`config.mk`:
```
export PLATFORM = sky130hd
export DESIGN_NAME = nand_cmd_frontend
export DESIGN_NICKNAME = d
export VERILOG_FILES = /design/src/rtl/nand_fe_pkg.sv /design/src/rtl/nand_addr_collect.sv /design/src/rtl/nand_rd_mux.sv /design/src/rtl/nand_op_req.sv /design/src/rtl/nand_cmd_frontend.sv
export SDC_FILE = /design/constraint.sdc
export NUM_CORES = 1
export LEC_CHECK = 0
export ABC_AREA = 1
export BUFFER_PORTS_ARGS = -buffer_cell sky130_fd_sc_hd__buf_4
export CAP_MARGIN = 10
export CORE_MARGIN = 2
export CORE_UTILIZATION = 35
export CTS_CLUSTER_SIZE = 10
export DETAILED_ROUTE_END_ITERATION = 10
export PLACE_DENSITY = 0.51
export SLEW_MARGIN = 10
export SYNTH_ARGS = -nofsm -noshare
export SYNTH_HDL_FRONTEND = slang
export SYNTH_HIERARCHICAL = 1
export SYNTH_SLANG_ARGS = --single-unit
```
`constraint.sdc`:
```
create_clock -name clk -period 9.1 [get_ports clk]
set_input_delay 2.73 -clock clk [delete_from_list [all_inputs] [get_ports clk]]
set_output_delay 2.73 -clock clk [all_outputs]
set_load 0.1 [all_outputs]
```
`src/rtl/nand_fe_pkg.sv`:
```
package nand_fe_pkg;
  typedef enum logic [1:0] {OPK_NONE, OPK_LOAD, OPK_PROG, OPK_ERASE} opk_e;
  typedef enum logic [2:0] {MD_READ, MD_ID, MD_PROG, MD_ERASE, MD_STATUS, MD_DONE} mode_e;

  localparam logic [7:0] OPC_READ       = 8'h00;
  localparam logic [7:0] OPC_READ_HI    = 8'h01;
  localparam logic [7:0] OPC_READ_SPARE = 8'h50;
  localparam logic [7:0] OPC_RD_CONFIRM = 8'h30;
  localparam logic [7:0] OPC_COL_CHANGE = 8'h05;
  localparam logic [7:0] OPC_COL_LOAD   = 8'hE0;
  localparam logic [7:0] OPC_IDENT      = 8'h90;
  localparam logic [7:0] OPC_RESET      = 8'hFF;
  localparam logic [7:0] OPC_PROG       = 8'h80;
  localparam logic [7:0] OPC_PROG_GO    = 8'h10;
  localparam logic [7:0] OPC_ERASE      = 8'h60;
  localparam logic [7:0] OPC_ERASE_GO   = 8'hD0;
  localparam logic [7:0] OPC_STATUS     = 8'h70;
endpackage

```
`src/rtl/nand_addr_collect.sv`:
```
module nand_addr_collect #(
  parameter int BUS16    = 0,
  parameter int COL_BITS = 16,
  parameter int MAX_ACYC = 5,
  localparam int AW      = 8 * MAX_ACYC
) (
  input  logic          clk,
  input  logic          rst_n,
  input  logic          take,
  input  logic [7:0]    byte_in,
  input  logic          clr_cnt,
  input  logic          clr_col,
  input  logic          clr_all,
  output logic [AW-1:0] addr_q,
  output logic [2:0]    cnt_q,
  output logic [AW-1:0] addr_nx,
  output logic [2:0]    cnt_nx
);
  always_comb begin
    addr_nx = addr_q;
    cnt_nx  = cnt_q;
    if (clr_all) begin
      addr_nx = '0;
      cnt_nx  = '0;
    end else if (clr_col) begin
      addr_nx[COL_BITS-1:0] = '0;
      cnt_nx = '0;
    end else if (clr_cnt) begin
      cnt_nx = '0;
    end
    if (take) begin
      for (int i = 0; i < MAX_ACYC; i++) begin
        if (cnt_q == 3'(i)) addr_nx[i*8 +: 8] = byte_in;
      end
      if (cnt_q != 3'd7) cnt_nx = cnt_q + 3'd1;
      if (BUS16 != 0 && cnt_q == 3'd1) addr_nx = addr_nx << 1;
    end
  end

  always_ff @(posedge clk) begin
    if (!rst_n) begin
      addr_q <= '0;
      cnt_q  <= '0;
    end else begin
      addr_q <= addr_nx;
      cnt_q  <= cnt_nx;
    end
  end
endmodule

```
`src/rtl/nand_rd_mux.sv`:
```
module nand_rd_mux
  import nand_fe_pkg::*;
#(
  parameter int         BUS_W      = 8,
  parameter int         LARGE_PAGE = 1,
  parameter logic [7:0] MANUF_ID   = 8'hEC,
  parameter logic [7:0] DEVICE_ID  = 8'hF1,
  parameter logic [7:0] FILLER     = 8'h5A
) (
  input  mode_e             mode,
  input  logic              id_on,
  input  logic [2:0]        id_idx,
  input  logic              wp_n,
  input  logic              loaded,
  input  logic [BUS_W-1:0]  arr_rdata,
  output logic [BUS_W-1:0]  word,
  output logic              from_array
);
  localparam logic [7:0] GEOM_BYTE =
    (LARGE_PAGE != 0) ? ((BUS_W == 16) ? 8'h55 : 8'h15) : 8'hC0;

  logic [7:0] id_byte;
  logic [7:0] status_byte;

  always_comb begin
    case (id_idx)
      3'd0:    id_byte = MANUF_ID;
      3'd1:    id_byte = DEVICE_ID;
      3'd2:    id_byte = FILLER;
      3'd3:    id_byte = GEOM_BYTE;
      default: id_byte = 8'h00;
    endcase
  end

  assign status_byte = {wp_n, 1'b1, 6'b000000};

  always_comb begin
    word       = '0;
    from_array = 1'b0;
    case (mode)
      MD_STATUS: word[7:0] = status_byte;
      MD_ID:     if (id_on) word[7:0] = id_byte;
      MD_READ:   if (loaded) begin
                   word       = arr_rdata;
                   from_array = 1'b1;
                 end
      default:   ;
    endcase
  end
endmodule

```
`src/rtl/nand_op_req.sv`:
```
module nand_op_req #(
  parameter int AW = 40
) (
  input  logic          clk,
  input  logic          rst_n,
  input  logic          launch,
  input  logic [1:0]    kind,
  input  logic [AW-1:0] addr,
  input  logic          op_ready,
  output logic          op_valid,
  output logic [1:0]    op_kind,
  output logic [AW-1:0] op_addr
);
  logic slot_free;
  assign slot_free = !op_valid || op_ready;

  always_ff @(posedge clk) begin
    if (!rst_n) begin
      op_valid <= 1'b0;
      op_kind  <= '0;
      op_addr  <= '0;
    end else begin
      if (op_valid && op_ready) op_valid <= 1'b0;
      if (launch && slot_free) begin
        op_valid <= 1'b1;
        op_kind  <= kind;
        op_addr  <= addr;
      end
    end
  end
endmodule

```
`src/rtl/nand_cmd_frontend.sv`:
```
module nand_cmd_frontend
  import nand_fe_pkg::*;
#(
  parameter int         BUS_W      = 8,
  parameter int         LARGE_PAGE = 1,
  parameter int         BIG_DEVICE = 0,
  parameter int         PAGE_BYTES = 2048,
  parameter int         MAX_ACYC   = 5,
  parameter logic [7:0] MANUF_ID   = 8'hEC,
  parameter logic [7:0] DEVICE_ID  = 8'hF1,
  parameter logic [7:0] FILLER     = 8'h5A
) (
  input  logic                  clk,
  input  logic                  rst_n,
  input  logic                  ce_n,
  input  logic                  cle,
  input  logic                  ale,
  input  logic                  wp_n,
  input  logic                  bus_we,
  input  logic                  bus_re,
  input  logic [BUS_W-1:0]      bus_din,
  output logic [BUS_W-1:0]      bus_dout,
  output logic                  op_valid,
  input  logic                  op_ready,
  output logic [1:0]            op_kind,
  output logic [8*MAX_ACYC-1:0] op_addr,
  output logic                  wdat_valid,
  output logic [BUS_W-1:0]      wdat,
  input  logic [BUS_W-1:0]      arr_rdata,
  output logic                  arr_next
);
  localparam int AW          = 8 * MAX_ACYC;
  localparam int BUS16       = (BUS_W == 16) ? 1 : 0;
  localparam int COL_BITS    = (LARGE_PAGE != 0) ? 16 : 8;
  localparam int LAUNCH_CYC  = (LARGE_PAGE != 0) ? ((BIG_DEVICE != 0) ? 5 : 4) : 3;
  localparam int ERASE_SHIFT = (LARGE_PAGE != 0) ? 16 : 8;
  localparam logic [AW-1:0] HI_HALF = AW'(256);
  localparam logic [AW-1:0] SPARE   = AW'(PAGE_BYTES);

  logic       wr_cmd, wr_adr, wr_dat, rd_go;
  logic [7:0] cb;
  assign wr_cmd = bus_we && !ce_n && cle && !ale;
  assign wr_adr = bus_we && !ce_n && ale && !cle;
  assign wr_dat = bus_we && !ce_n && !cle && !ale;
  assign rd_go  = bus_re && !ce_n;
  assign cb     = bus_din[7:0];

  mode_e         mode_q, mode_d;
  logic [AW-1:0] ofs_q, ofs_d;
  logic          loaded_q, loaded_d, armed_q, armed_d, id_on_q, id_on_d;
  logic [2:0]    id_idx_q, id_idx_d;

  logic          clr_cnt, clr_col, clr_all;
  logic [AW-1:0] addr_q, addr_nx, emask, erase_addr;
  logic [2:0]    cnt_q, cnt_nx;

  logic          launch;
  opk_e          lkind;
  logic [AW-1:0] laddr;

  logic [BUS_W-1:0] mux_word;
  logic             mux_from_arr;

  nand_addr_collect #(.BUS16(BUS16), .COL_BITS(COL_BITS), .MAX_ACYC(MAX_ACYC)) u_addr (
    .clk(clk), .rst_n(rst_n), .take(wr_adr), .byte_in(cb),
    .clr_cnt(clr_cnt), .clr_col(clr_col), .clr_all(clr_all),
    .addr_q(addr_q), .cnt_q(cnt_q), .addr_nx(addr_nx), .cnt_nx(cnt_nx)
  );

  nand_rd_mux #(.BUS_W(BUS_W), .LARGE_PAGE(LARGE_PAGE), .MANUF_ID(MANUF_ID),
                .DEVICE_ID(DEVICE_ID), .FILLER(FILLER)) u_mux (
    .mode(mode_q), .id_on(id_on_q), .id_idx(id_idx_q), .wp_n(wp_n),
    .loaded(loaded_q), .arr_rdata(arr_rdata), .word(mux_word), .from_array(mux_from_arr)
  );

  nand_op_req #(.AW(AW)) u_req (
    .clk(clk), .rst_n(rst_n), .launch(launch), .kind(lkind), .addr(laddr),
    .op_ready(op_ready), .op_valid(op_valid), .op_kind(op_kind), .op_addr(op_addr)
  );

  // Erase address: only the bytes actually received, widened to a byte address.
  always_comb begin
    emask = '0;
    for (int i = 0; i < MAX_ACYC; i++) begin
      if (3'(i) < cnt_q) emask[i*8 +: 8] = 8'hFF;
    end
    erase_addr = (addr_q & emask) << ERASE_SHIFT;
  end

  always_comb begin
    mode_d   = mode_q;
    ofs_d    = ofs_q;
    loaded_d = loaded_q;
    armed_d  = armed_q;
    id_on_d  = id_on_q;
    id_idx_d = id_idx_q;
    clr_cnt  = 1'b0;
    clr_col  = 1'b0;
    clr_all  = 1'b0;
    launch   = 1'b0;
    lkind    = OPK_NONE;
    laddr    = '0;

    if (rd_go && mode_q == MD_ID && id_on_q && id_idx_q != 3'd7)
      id_idx_d = id_idx_q + 3'd1;

    if (wr_cmd) begin
      if (LARGE_PAGE != 0 && mode_q == MD_READ && cb == OPC_RD_CONFIRM) begin
        // confirm byte of a large-page read: nothing to do
      end else if (LARGE_PAGE != 0 && cb == OPC_COL_CHANGE) begin
        clr_col = 1'b1;
      end else if (LARGE_PAGE != 0 && cb == OPC_COL_LOAD) begin
        launch   = 1'b1;
        lkind    = OPK_LOAD;
        laddr    = addr_q;
        mode_d   = MD_READ;
        loaded_d = 1'b1;
      end else begin
        case (cb)
          OPC_READ: begin
            mode_d = MD_READ; ofs_d = '0; loaded_d = 1'b0; clr_cnt = 1'b1;
          end
          OPC_READ_HI: if (LARGE_PAGE == 0) begin
            mode_d = MD_READ; ofs_d = HI_HALF; loaded_d = 1'b0; clr_cnt = 1'b1;
          end
          OPC_READ_SPARE: if (LARGE_PAGE == 0) begin
            mode_d = MD_READ; ofs_d = SPARE; loaded_d = 1'b0; clr_cnt = 1'b1;
          end
          OPC_IDENT: begin
            mode_d = MD_ID; id_on_d = 1'b0; loaded_d = 1'b0; clr_cnt = 1'b1;
          end
          OPC_RESET: begin
            mode_d = MD_READ; ofs_d = '0; loaded_d = 1'b0; armed_d = 1'b0;
            id_on_d = 1'b0; clr_all = 1'b1;
          end
          OPC_PROG: begin
            mode_d = MD_PROG; armed_d = 1'b0; loaded_d = 1'b0; clr_cnt = 1'b1;
          end
          OPC_PROG_GO: begin
            if (mode_q == MD_PROG && armed_q && wp_n) begin
              launch = 1'b1; lkind = OPK_PROG; laddr = addr_q;
            end
            mode_d = MD_DONE; armed_d = 1'b0; clr_cnt = 1'b1;
          end
          OPC_ERASE: begin
            mode_d = MD_ERASE; loaded_d = 1'b0; clr_cnt = 1'b1;
          end
          OPC_ERASE_GO: begin
            if (mode_q == MD_ERASE && wp_n) begin
              launch = 1'b1; lkind = OPK_ERASE; laddr = erase_addr;
            end
            mode_d = MD_DONE; clr_cnt = 1'b1;
          end
          OPC_STATUS: begin
            mode_d = MD_STATUS; clr_cnt = 1'b1;
          end
          default: ;
        endcase
      end
    end else if (wr_adr) begin
      if (cnt_nx == 3'(LAUNCH_CYC)) begin
        if (mode_q == MD_READ) begin
          launch   = 1'b1;
          lkind    = OPK_LOAD;
          laddr    = addr_nx + ofs_q;
          loaded_d = 1'b1;
          ofs_d    = '0;
        end else if (mode_q == MD_PROG) begin
          armed_d = 1'b1;
        end
      end
      if (mode_q == MD_ID && cnt_nx == 3'd1) begin
        id_on_d  = 1'b1;
        id_idx_d = 3'd0;
      end
    end
  end

  always_ff @(posedge clk) begin
    if (!rst_n) begin
      mode_q     <= MD_READ;
      ofs_q      <= '0;
      loaded_q   <= 1'b0;
      armed_q    <= 1'b0;
      id_on_q    <= 1'b0;
      id_idx_q   <= '0;
      bus_dout   <= '0;
      arr_next   <= 1'b0;
      wdat_valid <= 1'b0;
      wdat       <= '0;
    end else begin
      mode_q     <= mode_d;
      ofs_q      <= ofs_d;
      loaded_q   <= loaded_d;
      armed_q    <= armed_d;
      id_on_q    <= id_on_d;
      id_idx_q   <= id_idx_d;
      arr_next   <= rd_go && mux_from_arr;
      wdat_valid <= wr_dat && mode_q == MD_PROG && armed_q;
      if (wr_dat && mode_q == MD_PROG && armed_q) wdat <= bus_din;
      if (rd_go) bus_dout <= mux_word;
      else if (bus_re) bus_dout <= '0;
    end
  end
endmodule

```
==> run summary, run 1 <==
Status: finished clean
Commonest non-fill, non-tap cell in the layout: nand2_1
Post-synth EDFFs: 0
WL/cell: 14.8 um
Post-Syn Instances: 1149
Total track usage: 20.5%
Critical Path, Cell by Cell: buf_4, inv_1, nand4_1, inv_1, nand2_1, nor4b_1, nor2_8, nand3_1, nand2_1, nor2_1, nand2_1, nor3_4, buf_4, inv_1, o211ai_1, buf_4, nand3_1, nand2_1, nor2_1
Synth Cell Area: 6990 um^2
Lkg Pwr: 4.01 nW
Slew margin rel.: 16.9%
Initial DRC Count: 638
Min Tclk post-route: 6.72 ns
CTS tree: done
Hpwl dp: 15.1 mm
Count of final hold-check violations: 0
Post-synth top area cell: dfxtp_1
Worst VDD drop: 0.109 mV
Post-CTS Setup Bufs: 0
Power Density: 151 nW/um^2
Clock Latency Late Sink: 0.42 ns
Worst Skew: 0.00826 ns
Layout fillers: 2229
CTS Hold Bufs: 0
Final TNS setup: 0 ns
Worst setup EP type: flip-flop
Row cnt: 51
Post-Syn Nets: 1182
Num CTS Buffers: 17
Post-route ant nets: 0
#FFs+latches synth: 113
Ys async rst share: 0%
Highest Clock Rate: 149 MHz
Drt via density: 4.86
Req. time, crit path: 9.41 ns
Max-cap viol count: 0
Yosys warns: 6
Antenna Diode Count: 0
Slowest stage delay, CP: 0.81 ns
Area Overhead vs Synth: 17.6%
Fin nets: 1234
IO Port Bufs: 85
Synth top area cells: dfxtp_1 (32%), nand2_1 (21%), inv_1 (7.1%)
RSZ-0062 raised after global routing: no
Synth top area share: 32.4%
Syn_area_per_cell: 6.08 um^2
Die area: 21100 um^2
Die H: 145 um
Setup Slack @ Placement: 2.04 ns
Post-CTS resize count: 0
Drt drc: 0
Sequential share of the synthesized area: 32.4%
Io pins: 86
Layout cells sized above 1: 13.2%
Initial antenna violation count: 0
WP data arrival: 7.03 ns
Width of the die: 145 um
CP most frequent cell: nand2_1
Root Buffer: clkbuf_16
Worst-path clk slew: 0.06 ns
Crit share post-route: 73.9%
Max stage delay cell, worst path: nor4b_1
First-pass GRT wire length: 35.2 mm
GRT overflow: 0
Critical Path Source Type: input port
Via count: 7190
Tightest Hold Check Type: flip-flop to flip-flop
Most used flip-flop cell after synthesis: dfxtp_1
Crit path kind: input port to flip-flop
Number of global-route vias before repair: 6412
Clock Path Buffers: 2
Cell variety after synth: 45
RePlAce Congestion: 0.849
Crit Path Max Fanout: 85
Commonest cells after routing, fill and taps aside: nand2_1 (392), inv_1 (133), nor2_1 (132), dfxtp_1 (113), buf_4 (92)
Core ar.: 19500 um^2
Final worst slack: 2.38 ns
Final max-slew violation count: 0
Pin count of the biggest net entering global routing: 86
Starting density of the core: 35.8%
Final WL: 21.9 mm
Final setup vio count: 0
Num Clock Sinks: 113
Worst-margin pin slew: 1.25 ns
DRT Pass-1 Iters: 6
H-tree depth: 4
worst paths after layout:
kind / start / to / slack (ns) / depth (start not counted)
worst max-delay path: ce_n / u_req/op_addr[4] / 2.38 / 19
worst min-delay path: bus_dout[0] / bus_dout[0] / 0.47 / 2
worst max register to register: mode_q[1] / u_req/op_addr[4] / 4.73 / 17
worst min register to register: bus_dout[0] / bus_dout[0] / 0.47 / 2
per-layer routing:
metal  wire length (um)  track usage [%]
met4                259             4.90
met3               1150             3.81
met2               9090             29.0
met1              11400             31.7
met5                  0                0
synthesized netlist by cell type, types with 2 or more instances:
cell / count
nand2_1: 392
inv_1: 133
nor2_1: 132
dfxtp_1: 113
a21oi_1: 89
nand3_1: 87
nand4_1: 29
nor3_1: 26
o21ai_0: 18
buf_2: 17
buf_4: 14
clkbuf_1: 13
buf_6: 9
inv_2: 9
nand2_2: 9
ha_1: 8
o31ai_1: 8
o21ai_1: 6
nor2_4: 5
nor2_2: 3
buf_1: 2
dlygate4sd1_1: 2
nand3_4: 2
nand3b_1: 2
stage by stage:
step / total power [W] / cell area (um^2) / util (%) / hold WS [ns] / cells
6_report: 0.00124 / 8210 / 42.1 / 0.466 / 1479
3_3_place_gp: 0.000569 / 7610 / 39.0 / 0.441 / 1447
5_1_grt: 0.00128 / 8210 / 42.1 / 0.478 / 1479
4_1_cts: 0.00125 / 8210 / 42.1 / 0.465 / 1479
3_5_place_dp: 0.000569 / 7610 / 39.0 / 0.457 / 1447
2_1_floorplan: 0.000546 / 6990 / - / 0.425 / 1149
cells by family (layout without fill, tap and decap cells):
| family | after synthesis | after routing | share of synthesized area [%] |
|---|---|---|---|
| adders and majority gates | 8 | 8 | 1.43 |
| buffers and inverters | 203 | 268 | 13.5 |
| muxes | 1 | 1 | 0.143 |
| and+or+nand+nor | 696 | 696 | 42.8 |
| xor gates and xnor gates | 1 | 1 | 0.125 |
| DFF | 113 | 113 | 32.4 |
| AOI/OAI and AO/OA | 127 | 127 | 9.62 |
area by class of cell:
type,count,area [um^2],area share [%]
multi-input combinational,833,3790,46.1
sequential,113,2260,27.5
timing repair buffer,92,691,8.41
inverter,144,543,6.61
clock buffer,18,439,5.35
tap,265,332,4.04
clock inverter,14,158,1.92
critical path, delay by kind of cell:
family,cells,cell delay (ns)
AOI/OAI and AO/OA,1,0.11
and+or+nand+nor,12,2.43
buffers and inverters,6,1.69
state kept, by name, indices dropped and copies added, names as in the netlist:
| name | cells |
|---|---|
| arr_next | 1 |
| u_req/op_kind | 2 |
| mode_q | 3 |
| loaded_q | 1 |
| armed_q | 1 |
| u_addr/cnt_q | 3 |
| id_idx_q | 3 |
| wdat | 8 |
| u_req/op_valid | 1 |
| u_addr/addr_q | 40 |
| bus_dout | 8 |
| u_req/op_addr | 40 |
| id_on_q | 1 |
| wdat_valid | 1 |
report_power, final:
group,switching (W),internal [W],total (W)
combinational,0.0000423,0.0000174,0.0000596
clock,0.000266,0.000413,0.000679
sequential,0.00000152,0.000497,0.000498
Note: power is estimated with default switching activity, not from simulation.
==> run 2: changes to the inputs <==
--- a/config.mk
+++ b/config.mk
@@ -12,7 +12,7 @@
 export CORE_UTILIZATION = 35
 export CTS_CLUSTER_SIZE = 10
 export DETAILED_ROUTE_END_ITERATION = 10
-export PLACE_DENSITY = 0.51
+export PLACE_DENSITY = 0.53
 export SLEW_MARGIN = 10
 export SYNTH_ARGS = -nofsm -noshare
 export SYNTH_HDL_FRONTEND = slang
==> constraint.sdc (replaced) <==
create_clock -name clk -period 5.9 [get_ports clk]
set_input_delay 1.77 -clock clk [delete_from_list [all_inputs] [get_ports clk]]
set_output_delay 1.77 -clock clk [all_outputs]
set_load 0.1 [all_outputs]
==> run summary, run 2 (synthesis results as in run 1) <==
WHS Path Cells: 2 (unchanged)
Critical Path Source Type: input port
WL/cell: 14.6 um (-1.3%)
Hold Path Sink: armed_q
Number of global-route vias before repair: 6475 (+0.98%)
Antenna Diode Count: 0 (unchanged)
Min Tclk post-route: 4.73 ns
Hold Path Origin: armed_q
GRT overflow: 0 (unchanged)
CTS tree: done
Crit share post-route: 80.1%
CP delay by family, top: simple AND/OR/NAND/NOR gates
Reg-to-Reg Start: mode_q[0]
RSZ-0062 raised after global routing: no
Final TNS setup: 0 ns (unchanged)
Core ar.: 19500 um^2 (unchanged)
Fin nets: 1237 (+0.24%)
H-tree depth: 4 (unchanged)
Commonest cells after routing, fill and taps aside: nand2_1 (392), inv_1 (133), nor2_1 (132), dfxtp_1 (113), buf_4 (94)
Final max-slew violation count: 0 (unchanged)
Met2 GRT Util: 28.9% (-0.095 points)
Total track usage: 20.5% (-0.044 points)
Slew margin rel.: 55.6% (+39 points)
CTS Hold Bufs: 0 (unchanged)
Worst setup EP type: flip-flop
Root Buffer: clkbuf_16
Clock Path Buffers: 2 (unchanged)
Area Overhead vs Synth: 18.3%
Drt drc: 0 (unchanged)
Crit path kind: input port to flip-flop
Post-route ant nets: 0 (unchanged)
Die area: 21100 um^2 (unchanged)
Hpwl dp: 15.2 mm (about the same)
Final setup vio count: 0 (unchanged)
Row cnt: 51 (unchanged)
Clock Latency Late Sink: 0.43 ns (about the same)
Num Clock Sinks: 113 (unchanged)
Max stage delay cell, worst path: buf_4
Critical path depth in cells: 21 (+2)
Count of final hold-check violations: 0 (unchanged)
Power Density: 235 nW/um^2 (+56%)
Highest Clock Rate: 212 MHz
Drt via density: 4.80 (-1.2%)
Status: finished clean
Io pins: 86 (unchanged)
Crit Path Max Fanout: 40 (-53%)
Met1 Use GR: 30.3% (-1.4 points)
GRT busiest layer: met1
Worst Skew: 0.0116 ns (+0.00338 ns)
Critical Path, Cell by Cell: buf_4, inv_1, nand4_1, inv_1, nand2_1, nor2_1, inv_1, nor2_1, nor2_8, nand3_1, nand2_1, nor2_1, nand2_1, nor3_4, buf_4, nand2_1, o31ai_1, inv_1, nand3_1, nand2_1, nor2_1
Count of non-filler cells in the finished layout: 1482 (+0.20%)
FF-to-FF path depth: 19 (+2)
Initial DRC Count: 604 (-5.3%)
Initial antenna violation count: 0 (unchanged)
Worst reg-to-reg setup slack: 2.43 ns (-2.30 ns)
Layout cells sized above 1: 13.4% (+0.21 points)
First-pass GRT wire length: 34.7 mm (-1.2%)
Req. time, crit path: 6.26 ns (-3.15 ns)
CP most frequent cell: nand2_1
RePlAce Congestion: 0.868 (+2.3%)
Slowest stage delay, CP: 0.42 ns (-0.39 ns)
Worst-margin pin slew: 0.664 ns (-0.581 ns)
Num CTS Buffers: 17 (unchanged)
Worst-path clk slew: 0.06 ns (about the same)
Top Registers: u_addr/addr_q x40, u_req/op_addr x40
Die H: 145 um (unchanged)
WP data arrival: 5.09 ns (-1.94 ns)
Worst VDD drop: 0.201 mV (+84%)
Post-CTS Setup Bufs: 0 (unchanged)
Max-cap viol count: 0 (unchanged)
Crit path buf inv count: 6 (unchanged)
DRT Pass-1 Iters: 5 (-1)
Met3 Track Usage GR: 5.19% (+1.4 points)
Post-CTS resize count: 0 (unchanged)
Dpl cells: 1450 (+0.21%)
Lkg Pwr: 4.05 nW (+1.0%)
Pin count of the biggest net entering global routing: 86 (unchanged)
Via count: 7118 (-1.0%)
FF-to-FF End: u_req/op_addr[0]
Width of the die: 145 um (unchanged)
Final WL: 21.7 mm (-1.1%)
Starting density of the core: 35.8% (unchanged)
Tightest Hold Check Type: flip-flop to flip-flop
IO Port Bufs: 85 (unchanged)
Commonest non-fill, non-tap cell in the layout: nand2_1
[run 2: cell types whose count changed in the layout (fill, tap and decap cells not counted), sizes merged]
| cell | change |
|---|---|
| buf | +3 |
| clkinvlp | -3 |
| clkinv | +2 |
| bufinv | +1 |
| clkbuf | +1 |
| inv | -1 |
[run 2: area by class of cell]
cell class | instances | area, um^2
Multi-Input combinational cell | 833 | 3790
Inverter | 144 | 543
Clock buffer | 19 | 453
Tap cell | 265 | 332
Sequential cell | 113 | 2260
Clock inverter | 13 | 159
Fill cell | 2145 | 11300
Timing Repair Buffer | 95 | 726
[run 2: tightest hold or removal path, stage by stage, from the launching register on]
cell,delay [ns]
dfxtp_1,0.31
inv_1,0.05
a21oi_1,0.05
[run 2: worst max-delay path by stage]
stage	to	startpoint	slack [ns]
CTS	u_req/op_addr[0]	ce_n	1.23
finish	u_req/op_addr[0]	ce_n	1.17
global placement	u_req/op_addr[38]	ce_n	0.94
global route	u_req/op_addr[2]	ce_n	0.82
detailed placement	u_req/op_addr[0]	ce_n	0.82
floorplan	u_req/op_addr[10]	ce_n	1.23
[run 2: stage by stage]
stage          setup slack [ns]  utilization, %  total power (W)  hold slack (ns)  area (um^2)
4_1_cts                    1.23            42.3          0.00196            0.447         8260
2_1_floorplan              1.23               -         0.000842            0.425         6990
5_1_grt                   0.816            42.3          0.00201            0.475         8260
3_5_place_dp              0.820            39.2         0.000878            0.438         7650
3_3_place_gp              0.944            39.2         0.000878            0.442         7650
6_report                   1.17            42.3          0.00194            0.446         8260
[run 2: power by group]
group	internal [W]	switching, W
registers	0.000766	0.00000232
clock network	0.000685	0.000393
logic	0.0000269	0.0000663
total	0.00148	0.000462
[run 2: per-layer routing]
layer,wire (um),share of wire [%]
met1,10700,50
met2,9120,42
met3,1500,6.9
met4,319,1.5
met5,0,0
==> run 3: changes to the inputs <==
==> constraint.sdc (replaced) <==
create_clock -name clk -period 4.2 [get_ports clk]
set_input_delay 1.26 -clock clk [delete_from_list [all_inputs] [get_ports clk]]
set_output_delay 1.26 -clock clk [all_outputs]
set_load 0.1 [all_outputs]
==> run summary, run 3 (synthesis results as in run 1) <==
Worst Skew: 0.00853 ns (-0.00311 ns)
Layout cells sized above 1: 14.2% (+0.76 points)
Width of the die: 145 um (unchanged)
CTS tree: done
Req. time, crit path: 4.55 ns (-1.71 ns)
RePlAce Congestion: 0.877 (+0.98%)
H-tree depth: 4 (unchanged)
Drt via density: 4.82 (+0.40%)
Row cnt: 51 (unchanged)
Register Area: 2260 um^2 (unchanged)
FF-to-FF End: u_req/op_addr[19]
Via count: 7204 (+1.2%)
FF-to-FF path depth: 19 (unchanged)
Crit path kind: input port to flip-flop
Initial DRC Count: 838 (+39%)
Area Overhead vs Synth: 20.5%
Clock power frac: 57.3% (+1.7 points)
Final WL: 22.3 mm (+2.7%)
DRT Pass-1 Iters: 6 (+1)
Worst reg-to-reg setup slack: 1.00 ns (-1.43 ns)
Clock Path Buffers: 2 (unchanged)
Met2 Wirelength: 9.20 mm (+0.87%)
RSZ-0062 raised after global routing: no
Hold Path Origin: armed_q
Design Power: 0.00285 W (+47%)
GRT overflow: 0 (unchanged)
Post-route ant nets: 0 (unchanged)
Top Layer Used: met4
Final setup vio count: 0 (unchanged)
IO Port Bufs: 85 (unchanged)
Layout fillers: 2134 (-0.51%)
Final TNS setup: 0 ns (unchanged)
Crit share post-route: 87.9%
Post-route core utilization: 43.1% (+0.79 points)
Switch share: 21.7% (-2.1 points)
Number of global-route vias before repair: 6481 (+0.093%)
Io pins: 86 (unchanged)
Worst setup EP type: flip-flop
First-pass GRT wire length: 35.5 mm (+2.0%)
Commonest cells after routing, fill and taps aside: nand2_1 (392), inv_1 (133), nor2_1 (132), dfxtp_1 (113), buf_4 (105)
Fin nets: 1249 (+0.97%)
Hold Path Sink: armed_q
Min Tclk post-route: 3.69 ns
Power Density: 338 nW/um^2 (+44%)
Die H: 145 um (unchanged)
Hpwl dp: 15.6 mm (+3.2%)
Status: finished clean
Max-cap viol count: 0 (unchanged)
Num Clock Sinks: 113 (unchanged)
Critical Path Source Type: input port
Count of final hold-check violations: 0 (unchanged)
WL/cell: 14.9 um (+1.9%)
Core ar.: 19500 um^2 (unchanged)
Clock Latency Late Sink: 0.42 ns (about the same)
Root Buffer: clkbuf_16
Post-CTS Setup Bufs: 0 (unchanged)
Multi-input logic area: 3790 um^2 (unchanged)
Antenna Diode Count: 0 (unchanged)
Slew margin rel.: 49.6% (-5.9 points)
Power Internal: 0.00223 W (+51%)
Total track usage: 21.0% (+0.53 points)
CTS Hold Bufs: 0 (unchanged)
Net Sw Power: 0.000617 W (+34%)
Starting density of the core: 35.8% (unchanged)
Initial antenna violation count: 0 (unchanged)
Top Registers: u_addr/addr_q x40, u_req/op_addr x40
Met3 wire length: 1.35 mm (-10%)
Num CTS Buffers: 17 (unchanged)
Reg-to-Reg Start: mode_q[1]
Flop pwr share: 37.9% (-1.7 points)
WP data arrival: 4.05 ns (-1.04 ns)
Final max-slew violation count: 0 (unchanged)
Logic pwr share: 4.8% (about the same)
Crit Path Max Fanout: 40 (unchanged)
M1 WL: 11.3 mm (+5.2%)
Die area: 21100 um^2 (unchanged)
Lkg Pwr: 4.15 nW (+2.4%)
Worst-margin pin slew: 0.753 ns (+0.0885 ns)
WHS Path Cells: 2 (unchanged)
Worst-path clk slew: 0.06 ns (about the same)
Post-CTS resize count: 0 (unchanged)
Drt drc: 0 (unchanged)
Worst VDD drop: 0.280 mV (+39%)
Tightest Hold Check Type: flip-flop to flip-flop
Highest Clock Rate: 271 MHz
Commonest non-fill, non-tap cell in the layout: nand2_1
Pin count of the biggest net entering global routing: 79 (-8.1%)
## run 3: cell count changes in the layout (fill, tap and decap cells not counted), moves of 2 or more
| cell | change |
|---|---|
| buf_4 | +11 |
| bufinv_16 | +2 |
| clkbuf_8 | +2 |
| clkinvlp_4 | -3 |
## run 3: worst max-delay path by stage
stage	startpoint	end	slack, ns	cells past startpoint
5_1_grt	bus_din[0]	u_req/op_addr[36]	0.13	22
3_5_place_dp	ale	u_req/op_addr[35]	0.11	20
3_3_place_gp	ale	u_req/op_kind[0]	0.16	20
2_1_floorplan	ce_n	u_req/op_addr[10]	0.04	18
4_1_cts	ale	u_req/op_addr[35]	0.52	20
6_report	ale	u_req/op_addr[19]	0.51	21
## run 3: layout make-up
class,count,share of cell area [%]
Multi-Input combinational cell,833,45.0
Timing Repair Buffer,107,9.84
Clock inverter,10,2.13
Sequential cell,113,26.9
Inverter,144,6.45
Clock buffer,22,5.75
Tap cell,265,3.94
## run 3: per-stage QoR
step                      setup slack (ns)  hold WS, ns  std cells  instance area [um^2]
after global placement               0.163        0.440       1462                  7750
after global routing                 0.129        0.464       1494                  8420
final                                0.508        0.444       1494                  8420
after CTS                            0.522        0.447       1494                  8420
after detailed placement             0.106        0.438       1462                  7750
after floorplan                     0.0431        0.425       1149                  6990
## run 3: worst max-delay path, cell delays in order
cell and delay, ns:
buf_4 0.11, inv_1 0.06, nand4_1 0.15, inv_1 0.12
nand2_1 0.11, nor2_1 0.14, inv_1 0.09, nor2_1 0.32
nor2_8 0.08, nand3_1 0.11, nand2_1 0.08, nor2_1 0.10
nand2_1 0.10, nor3_4 0.19, buf_4 0.43, nand2_1 0.12
nand2_1 0.16, inv_1 0.06, nand3_1 0.07, nand2_1 0.05
nor2_1 0.09
## run 3: layer usage
layer | up-vias | GRT usage (%)
li1 | 3744 | -
met1 | 3204 | 31.8
met2 | 229 | 29.7
met3 | 27 | 4.21
met4 | 0 | 6.37
met5 | - | 0
## run 3: power groups by stage
stage / Sequential (W) / Combinational (W) / Clock, W
2_1_floorplan: 0.00111 / 0.0000767 / 0
3_3_place_gp: 0.00110 / 0.000136 / 0
3_5_place_dp: 0.00110 / 0.000135 / 0
4_1_cts: 0.00108 / 0.000136 / 0.00166
5_1_grt: 0.00108 / 0.000150 / 0.00172
6_report: 0.00108 / 0.000136 / 0.00163
